### config.mk
export PLATFORM = sky130hd
export DESIGN_NAME = sys_ctl_reg
export DESIGN_NICKNAME = d
export VERILOG_FILES = /design/src/rtl/sys_ctl_pkg.sv /design/src/rtl/sys_ctl_rst_arb.sv /design/src/rtl/sys_ctl_boot.sv /design/src/rtl/sys_ctl_flags.sv /design/src/rtl/sys_ctl_reg.sv
export SDC_FILE = /design/constraint.sdc
export NUM_CORES = 1
export LEC_CHECK = 0
export ABC_AREA = 0
export BUFFER_PORTS_ARGS = -buffer_cell sky130_fd_sc_hd__buf_2
export CAP_MARGIN = 20
export CORE_MARGIN = 2
export CORE_UTILIZATION = 35
export CTS_CLUSTER_SIZE = 12
export DETAILED_ROUTE_END_ITERATION = 6
export GPL_TIMING_DRIVEN = 0
export PLACE_DENSITY = 0.68
export SLEW_MARGIN = 10
export SYNTH_ARGS = -nofsm -noshare
export SYNTH_HDL_FRONTEND = slang
export SYNTH_SLANG_ARGS = --single-unit
### constraint.sdc
create_clock -name clk -period 0.95 [get_ports clk]
set_input_delay 0.1425 -clock clk [delete_from_list [all_inputs] [get_ports clk]]
set_output_delay 0.1425 -clock clk [all_outputs]
set_load 0.03 [all_outputs]
### src/rtl/sys_ctl_pkg.sv
package sys_ctl_pkg;
  localparam int REG_W     = 16;
  localparam int BOOT_W    = 3;
  localparam int BOOT_LSB  = 12;
  localparam int REV_W     = 4;
  localparam int REV_LSB   = 8;
  localparam int SWRST_BIT = 2;
  localparam int NUM_FLAGS = 6;

  // bit position of control flag i inside the register word
  function automatic int flag_pos(input int idx);
    case (idx)
      0:       flag_pos = 0;  // wait disable
      1:       flag_pos = 1;  // stop disable
      2:       flag_pos = 3;  // data memory disable
      3:       flag_pos = 4;  // program memory disable
      4:       flag_pos = 5;  // clock output disable
      default: flag_pos = 6;  // debug enable
    endcase
  endfunction
endpackage

### src/rtl/sys_ctl_rst_arb.sv
module sys_ctl_rst_arb (
  input  logic clk,
  input  logic rst_pin,
  input  logic rst_por,
  input  logic rst_wdog,
  input  logic rst_soft,
  output logic hard_rst,
  output logic soft_rst,
  output logic any_rst,
  output logic hard_fall
);
  logic hard_q;

  assign hard_rst = rst_pin | rst_por;
  assign soft_rst = rst_wdog | rst_soft;
  assign any_rst  = hard_rst | soft_rst;

  always_ff @(posedge clk) begin
    hard_q <= hard_rst;
  end

  assign hard_fall = hard_q & ~hard_rst;

  AST_FALL_ONCE: assert property (@(posedge clk) disable iff (hard_rst)
    hard_fall |=> !hard_fall);
endmodule

### src/rtl/sys_ctl_boot.sv
module sys_ctl_boot
  import sys_ctl_pkg::*;
(
  input  logic              clk,
  input  logic              hard_rst,
  input  logic              hard_fall,
  input  logic              soft_rst,
  input  logic              wr_en,
  input  logic [BOOT_W-1:0] wr_boot,
  input  logic [BOOT_W-1:0] mode_pins,
  output logic [BOOT_W-1:0] boot_q
);
  always_ff @(posedge clk) begin
    if (hard_rst)       boot_q <= '0;
    else if (hard_fall) boot_q <= mode_pins;
    else if (soft_rst)  boot_q <= boot_q;
    else if (wr_en)     boot_q <= wr_boot;
  end

  AST_BOOT_CAPTURE: assert property (@(posedge clk) disable iff (hard_rst)
    hard_fall |=> boot_q == $past(mode_pins));
  AST_BOOT_SOFT_HOLD: assert property (@(posedge clk) disable iff (hard_rst)
    (soft_rst && !hard_fall) |=> $stable(boot_q));
endmodule

### src/rtl/sys_ctl_flags.sv
module sys_ctl_flags
  import sys_ctl_pkg::*;
(
  input  logic                 clk,
  input  logic                 hard_rst,
  input  logic                 any_rst,
  input  logic                 wr_en,
  input  logic [NUM_FLAGS-1:0] wr_flags,
  input  logic                 wr_swrst,
  output logic [NUM_FLAGS-1:0] flags_q,
  output logic                 swrst_q
);
  for (genvar i = 0; i < NUM_FLAGS; i++) begin : g_flag
    always_ff @(posedge clk) begin
      if (any_rst)    flags_q[i] <= 1'b0;
      else if (wr_en) flags_q[i] <= wr_flags[i];
    end
  end

  always_ff @(posedge clk) begin
    if (any_rst) swrst_q <= 1'b0;
    else         swrst_q <= wr_en & wr_swrst;
  end

  AST_FLAGS_CLEAR: assert property (@(posedge clk) disable iff (hard_rst)
    any_rst |=> flags_q == '0);
  AST_SWRST_SINGLE: assert property (@(posedge clk) disable iff (hard_rst)
    swrst_q |=> !swrst_q);
endmodule

### src/rtl/sys_ctl_reg.sv
module sys_ctl_reg
  import sys_ctl_pkg::*;
#(
  parameter logic [3:0] REV_ID = 4'h1
) (
  input  logic        clk,
  input  logic        rst_pin,
  input  logic        rst_por,
  input  logic        rst_wdog,
  input  logic        rst_soft,
  input  logic [2:0]  mode_pins,
  input  logic        wr_en,
  input  logic [15:0] wdata,
  output logic [15:0] rdata,
  output logic        swrst_req
);
  logic                 hard_rst, soft_rst, any_rst, hard_fall;
  logic [BOOT_W-1:0]    boot_q;
  logic [NUM_FLAGS-1:0] flags_q;
  logic [NUM_FLAGS-1:0] wr_flags;
  logic [REG_W-1:0]     rd_next;
  logic [REG_W-1:0]     rdata_q;
  logic                 wr_ok;
  logic                 unused_wbits;

  assign wr_ok        = wr_en & ~any_rst;
  assign unused_wbits = ^{wdata[15], wdata[11:7]};

  sys_ctl_rst_arb u_arb (
    .clk(clk), .rst_pin(rst_pin), .rst_por(rst_por), .rst_wdog(rst_wdog),
    .rst_soft(rst_soft), .hard_rst(hard_rst), .soft_rst(soft_rst),
    .any_rst(any_rst), .hard_fall(hard_fall)
  );

  sys_ctl_boot u_boot (
    .clk(clk), .hard_rst(hard_rst), .hard_fall(hard_fall), .soft_rst(soft_rst),
    .wr_en(wr_ok), .wr_boot(wdata[BOOT_LSB +: BOOT_W]), .mode_pins(mode_pins),
    .boot_q(boot_q)
  );

  for (genvar i = 0; i < NUM_FLAGS; i++) begin : g_wsel
    assign wr_flags[i] = wdata[flag_pos(i)];
  end

  sys_ctl_flags u_flags (
    .clk(clk), .hard_rst(hard_rst), .any_rst(any_rst), .wr_en(wr_ok),
    .wr_flags(wr_flags), .wr_swrst(wdata[SWRST_BIT]), .flags_q(flags_q),
    .swrst_q(swrst_req)
  );

  always_comb begin
    rd_next = '0;
    rd_next[BOOT_LSB +: BOOT_W] = boot_q;
    rd_next[REV_LSB +: REV_W]   = REV_ID;
    for (int i = 0; i < NUM_FLAGS; i++) rd_next[flag_pos(i)] = flags_q[i];
  end

  always_ff @(posedge clk) begin
    if (hard_rst) begin
      rdata_q <= '0;
      rdata_q[REV_LSB +: REV_W] <= REV_ID;
    end else begin
      rdata_q <= rd_next;
    end
  end

  assign rdata = rdata_q;

  AST_RSVD_ZERO: assert property (@(posedge clk) disable iff (hard_rst)
    (rdata[15] == 1'b0) && (rdata[7] == 1'b0));
  AST_SWRST_READS_ZERO: assert property (@(posedge clk) disable iff (hard_rst)
    swrst_req |=> rdata[SWRST_BIT] == 1'b0);
  AST_REV_FIXED: assert property (@(posedge clk) disable iff (hard_rst)
    $past(hard_rst) == 1'b0 |-> rdata[REV_LSB +: REV_W] == REV_ID);
endmodule

==> impl_metrics.yaml, run 1 <==
setup_path:
  worstPathRequired_ns: 0.81
  crit_family: "flip-flops"
  crit_path_end_kind: "primary output"
  cp.buffers_inverters: 1
  worstReg2RegEnd: "u_boot.boot_q[1]$_SDFFE_PP0P_"
  cpMaxStageDelayCell: "dfxtp_1"
  r2r_start: "u_arb.hard_q$_DFF_P_"
  crit_type: "reg2out"
  rrSetupSlack_ns: 0.17
  path_max_fanout: 1
  cp.arrival_ns: 0.77
  path_cells: "buf_4"
  r2r_cells: 2
  slowest_delay_ns: 0.33
  worstSetupStartpointType: "flop"
grt:
  grt_pass1_vias: 505
  grt_pass1_wl_um: 1950
  antenna_found_initial: 0
  grt_overflow: 0
  grtUsageTotal_pct: 10.6
  grt_max_degree: 12
detailed_routing:
  wl_met2_um: 637
  met3WireLength_um: 67
  drc: 0
  ant_nets: 0
  top_layer: "met4"
  m1WireLength_um: 449
  drtIter0Drc: 1
  routed_via_density: 4.05
  dr.pass1.iters: 2
  vias: 547
  routed_wl_um: 1180
  avgRoutedWirePerCell_um: 8.76
die:
  die_height_um: 49.3
  die_area_mm2: 0.00243
  coreArea_mm2: 0.00194
  ios: 42
  die_w_um: 49.3
  rows: 16
  start_util_pct: 36.9
final_layout:
  layout-drive-gt1-share_pct: 40.7
  area.growth.synth_to_final_pct: 37.3
  multi_input_area_um2: 251
  ff_latch_area_um2: 403
  fin_util_pct: 50.7
  antenna-diode-count: 0
  n_fill_cell: 185
  nNetsFinal: 134
cts:
  cts.reportedPaths.clkPinSlew_ns: 0.10
  post-cts-setup-buffers: 0
  h-tree-depth: 1
  tritoncts: "done"
  clockBufferDepth: 2
  cts_root_buf: "clkbuf_4"
  cts_sinks: 20
  cts_buffers: 3
  clkLatencyLatePin_ns: 0.29
sta:
  whs_ns: 0.0685
  skew_ns: 0.00286
  period_share_pct: 95.7
  rsz0062_at_grt: "false"
  slew_violations: 0
  fmax_mhz: 1100
  timing.final.ws_setup_ns: 0.0404
  fin_crit_ns: 0.910
  fin_tns_setup_ns: 0
  finalHoldViolCount: 0
  setup_viol: 0
power:
  clkPwrFrac_pct: 31.2
  combPwrFrac_pct: 11.6
  p_sw_mw: 0.339
  seqPwrFrac_pct: 57.2
  internal-power_mw: 1.17
  ir_drop_uv: 543
  power.total_mw: 1.50
  power.density_mw_per_mm2: 1530
  netSwitchingFraction_pct: 22.6
  p_leak_nw: 0.490
hold_path:
  min_to: "u_flags.swrst_q$_SDFF_PP0_"
  min_path_cells: 3
  hold_path_startpoint: "wdata[2]"
  hp-class: "in2reg"
yosys:
  syn_inst: 71
  avgSynthCellArea_um2: 10.1
  synth_top_area_cell: "dfxtp_1"
  synth_warnings: 0
  synth.top_cell.area_share_pct: 55.8
  synth_seq_cells: 20
  syn-cell-area_um2: 717
  seq_area_frac_synth_pct: 55.8
  synth.top_cells.by_area: "dfxtp_1 (56%), mux2i_1 (8.4%), and2_1 (7.9%)"
  synth_cell_types: 14
flow_run:
  max_cap_viol_count: 0
status:
  outcome: "finished clean"
placed_design:
  place_ws_ns: -0.0413
  port_buffers: 28
  gp_congestion: 0.700
  dp_hpwl_um: 933
-- synth_stat cells --
master,count
inv_1,4
a31oi_1,3
dfxtp_1,20
a221oi_1,3
buf_4,7
and2_1,9
nor2_1,8
mux2i_1,6
buf_2,1
buf_6,1
nand2_1,5
nor2_2,1
or3b_1,1
conb_1,2
-- timing repair --
| item | CTS | global route |
|---|---|---|
| setup endpoints to repair | 2 | 10 |
| cloned | 0 | 0 |
| resized for setup | 2 | 21 |
| hold buffers | 0 | 0 |
| endpoints found under the hold margin | 0 | 0 |
-- registers in the layout, summed over array words and instances (netlist names) --
| register | count |
|---|---|
| rdata | 9 |
| u_arb.hard_q | 1 |
| u_boot.boot_q | 3 |
| u_flags.flags_q | 6 |
| u_flags.swrst_q | 1 |
-- worst max-delay path by stage --
stage | start | endpoint | slack (ns) | cells past startpoint
finish | u_flags.swrst_q$_SDFF_PP0_ | swrst_req | 0.04 | 1
CTS | rdata[3]$_SDFF_PP0_ | rdata[3] | 0.001 | 1
global route | u_flags.swrst_q$_SDFF_PP0_ | swrst_req | 0.002 | 1
detailed placement | rst_por | u_flags.flags_q[4]$_SDFFE_PP0P_ | -0.04 | 5
global placement | rst_por | u_flags.flags_q[0]$_SDFFE_PP0P_ | -0.009 | 5
floorplan | rst_soft | u_boot.boot_q[0]$_SDFFE_PP0P_ | 0.15 | 3
-- power groups by stage --
stage | Combinational, mW | Clock (mW) | Sequential, mW
global placement | 0.170 | 0 | 0.879
floorplan | 0.112 | 0 | 0.886
CTS | 0.172 | 0.481 | 0.860
finish | 0.174 | 0.470 | 0.861
detailed placement | 0.172 | 0 | 0.880
global route | 0.189 | 0.528 | 0.863
-- cell type report --
class	count	share of cell area (%)
Clock buffer	4	3.68
Sequential cell	20	40.9
Multi-Input combinational cell	43	25.5
Inverter	4	1.52
Timing Repair Buffer	28	17.9
Tap cell	27	3.43
Buffer	9	6.99
-- through the flow --
step                      area (µm²)  cells
after global routing             985    135
after floorplan                  736     76
after global placement           910    131
after CTS                        951    135
final                            985    135
after detailed placement         910    131
-- metal layers --
layer	up-vias	global-route usage, %
met5	-	0
met1	241	9.96
li1	287	-
met4	0	8.57
met3	2	1.23
met2	17	20.3
-- kinds of logic after synthesis --
kind of cell    count (synthesis)  share of synthesized area, %
other cells                     2                          1.05
flops                          20                          55.8
compound gates                  6                          6.28
mux                             6                          8.38
simple gates                   24                          16.8
buf+inv                        13                          11.7
-- layout by cell type, fill, tap and decap left out, types with 4 or more instances in the layout --
cell type,netlist,routed
conb_1,2,7
and2_1,9,9
nor2_1,8,8
dfxtp_1,20,18
buf_6,1,4
buf_4,7,14
buf_2,1,19
inv_1,4,4
nand2_1,5,5
mux2i_1,6,6
Note: power is estimated with default switching activity, not from simulation.
==> inputs of run 2 (changes only) <==
Settings changed: BUFFER_PORTS_ARGS -buffer_cell sky130_fd_sc_hd__buf_2 to unset, DONT_BUFFER_PORTS set to 1, PLACE_DENSITY 0.68 to 0.5.
==> run 2 against run 1 <==
Via count fell by 15%. Non-clock buffer count fell by 18. Worst hold slack got worse by 0.051 ns. Core utilization fell by 3.4 points. Clock skew fell by 0.0011 ns. Sequential power rose by 1%. Die area did not move. Worst setup slack improved by 0.042 ns. Final cell count fell by 13%.
==> impl_metrics.yaml, run 2 (synthesis gave the netlist of run 1 again) <==
final_layout:
  final_cell_mix: "dfxtp_2 (11), dlygate4sd3_1 (10), and2_1 (9), dfxtp_1 (9), nor2_1 (8)"
  fin_util_pct: 47.4
  largest_reg_flops: 9
  area.growth.synth_to_final_pct: 28.3
  nNetsFinal: 116
  antenna-diode-count: 0
  layout-drive-gt1-share_pct: 27.8
  n_fill_cell: 201
  final_cell_count_no_fill: 117
  final_common_cell: "dfxtp_2"
placed_design:
  placed_cells: 103
  gp_congestion: 0.658
  place_ws_ns: 0.0326
  port_buffers: 0
  dp_hpwl_um: 862
power:
  power.density_mw_per_mm2: 1630
  ir_drop_uv: 956
  p_leak_nw: 0.409
setup_path:
  path_max_fanout: 1
  crit_type: "reg2out"
  worstSetupStartpointType: "flop"
  crit_path_end_kind: "primary output"
  worstPathRequired_ns: 0.81
  cp.arrival_ns: 0.72
sta:
  timing.final.ws_setup_ns: 0.0827
  slew_violations: 0
  period_share_pct: 91.3
  setup_viol: 0
  fin_crit_ns: 0.867
  fmax_mhz: 1150
  fin_tns_setup_ns: 0
  finalHoldViolCount: 0
  whs_ns: 0.0173
  rsz0062_at_grt: "false"
  skew_ns: 0.00173
grt:
  grt_pass1_vias: 455
  grt_overflow: 0
  grt_max_degree: 12
  grt_pass1_wl_um: 1970
  antenna_found_initial: 0
  grtUsageTotal_pct: 10.9
die:
  coreArea_mm2: 0.00194
  rows: 16
  ios: 42
  die_area_mm2: 0.00243
  die_w_um: 49.3
  start_util_pct: 36.9
  die_height_um: 49.3
detailed_routing:
  dr.pass1.iters: 3
  drc: 0
  avgRoutedWirePerCell_um: 10.1
  ant_nets: 0
  vias: 465
  drtIter0Drc: 4
  routed_wl_um: 1180
  routed_via_density: 3.97
hold_path:
  hp-class: "in2reg"
cts:
  post-cts-setup-buffers: 0
  clockBufferDepth: 2
  cts.reportedPaths.clkPinSlew_ns: 0.11
  tritoncts: "done"
  clkLatencyLatePin_ns: 0.29
  cts_sinks: 20
  cts_buffers: 3
  cts_root_buf: "clkbuf_4"
  h-tree-depth: 1
flow_run:
  max_cap_viol_count: 0
status:
  outcome: "finished clean"
run 2: per-stage QoR:
step	area, µm²	power, mW
finish	920	1.50
floorplan	736	0.998
detailed placement	769	1.01
global placement	769	1.01
CTS	918	1.53
global route	920	1.59
run 2: timing repair:
item / in CTS / in global routing
setup endpoints to repair: 10 / 2
gates resized for setup: 10 / 1
hold buffers: 10 / 0
hold endpoints to repair: 10 / 0
run 2: worst paths after layout:
kind / cells past startpoint / start / end / slack [ns]
min reg2reg: 1 / u_flags.flags_q[0]$_SDFFE_PP0P_ / rdata[0]$_SDFF_PP0_ / 0.47
max reg2reg: 2 / u_arb.hard_q$_DFF_P_ / u_boot.boot_q[0]$_SDFFE_PP0P_ / 0.17
max: 0 / rdata[1]$_SDFF_PP0_ / rdata[1] / 0.08
min: 2 / rst_pin / u_arb.hard_q$_DFF_P_ / 0.02
run 2: per-layer routing:
layer	track usage [%]	routed length, µm	vias up
li1	-	-	254
met2	19.8	628	13
met5	0	0	-
met3	6.44	88	0
met4	2.86	0	0
met1	10.3	466	198
run 2: cell type report:
cell class	count	area [µm²]	area share (%)
Buffer	9	68.8	7.48
Clock buffer	4	36.3	3.95
Multi-Input combinational cell	43	251	27.3
Tap cell	27	33.8	3.67
Timing Repair Buffer	10	100	10.9
Inverter	4	15.0	1.63
Sequential cell	20	414	45.0
run 2: report_power, final:
part           switching, mW  internal (mW)
Combinational         0.0789         0.0758
Sequential            0.0158          0.854
Clock                  0.243          0.233
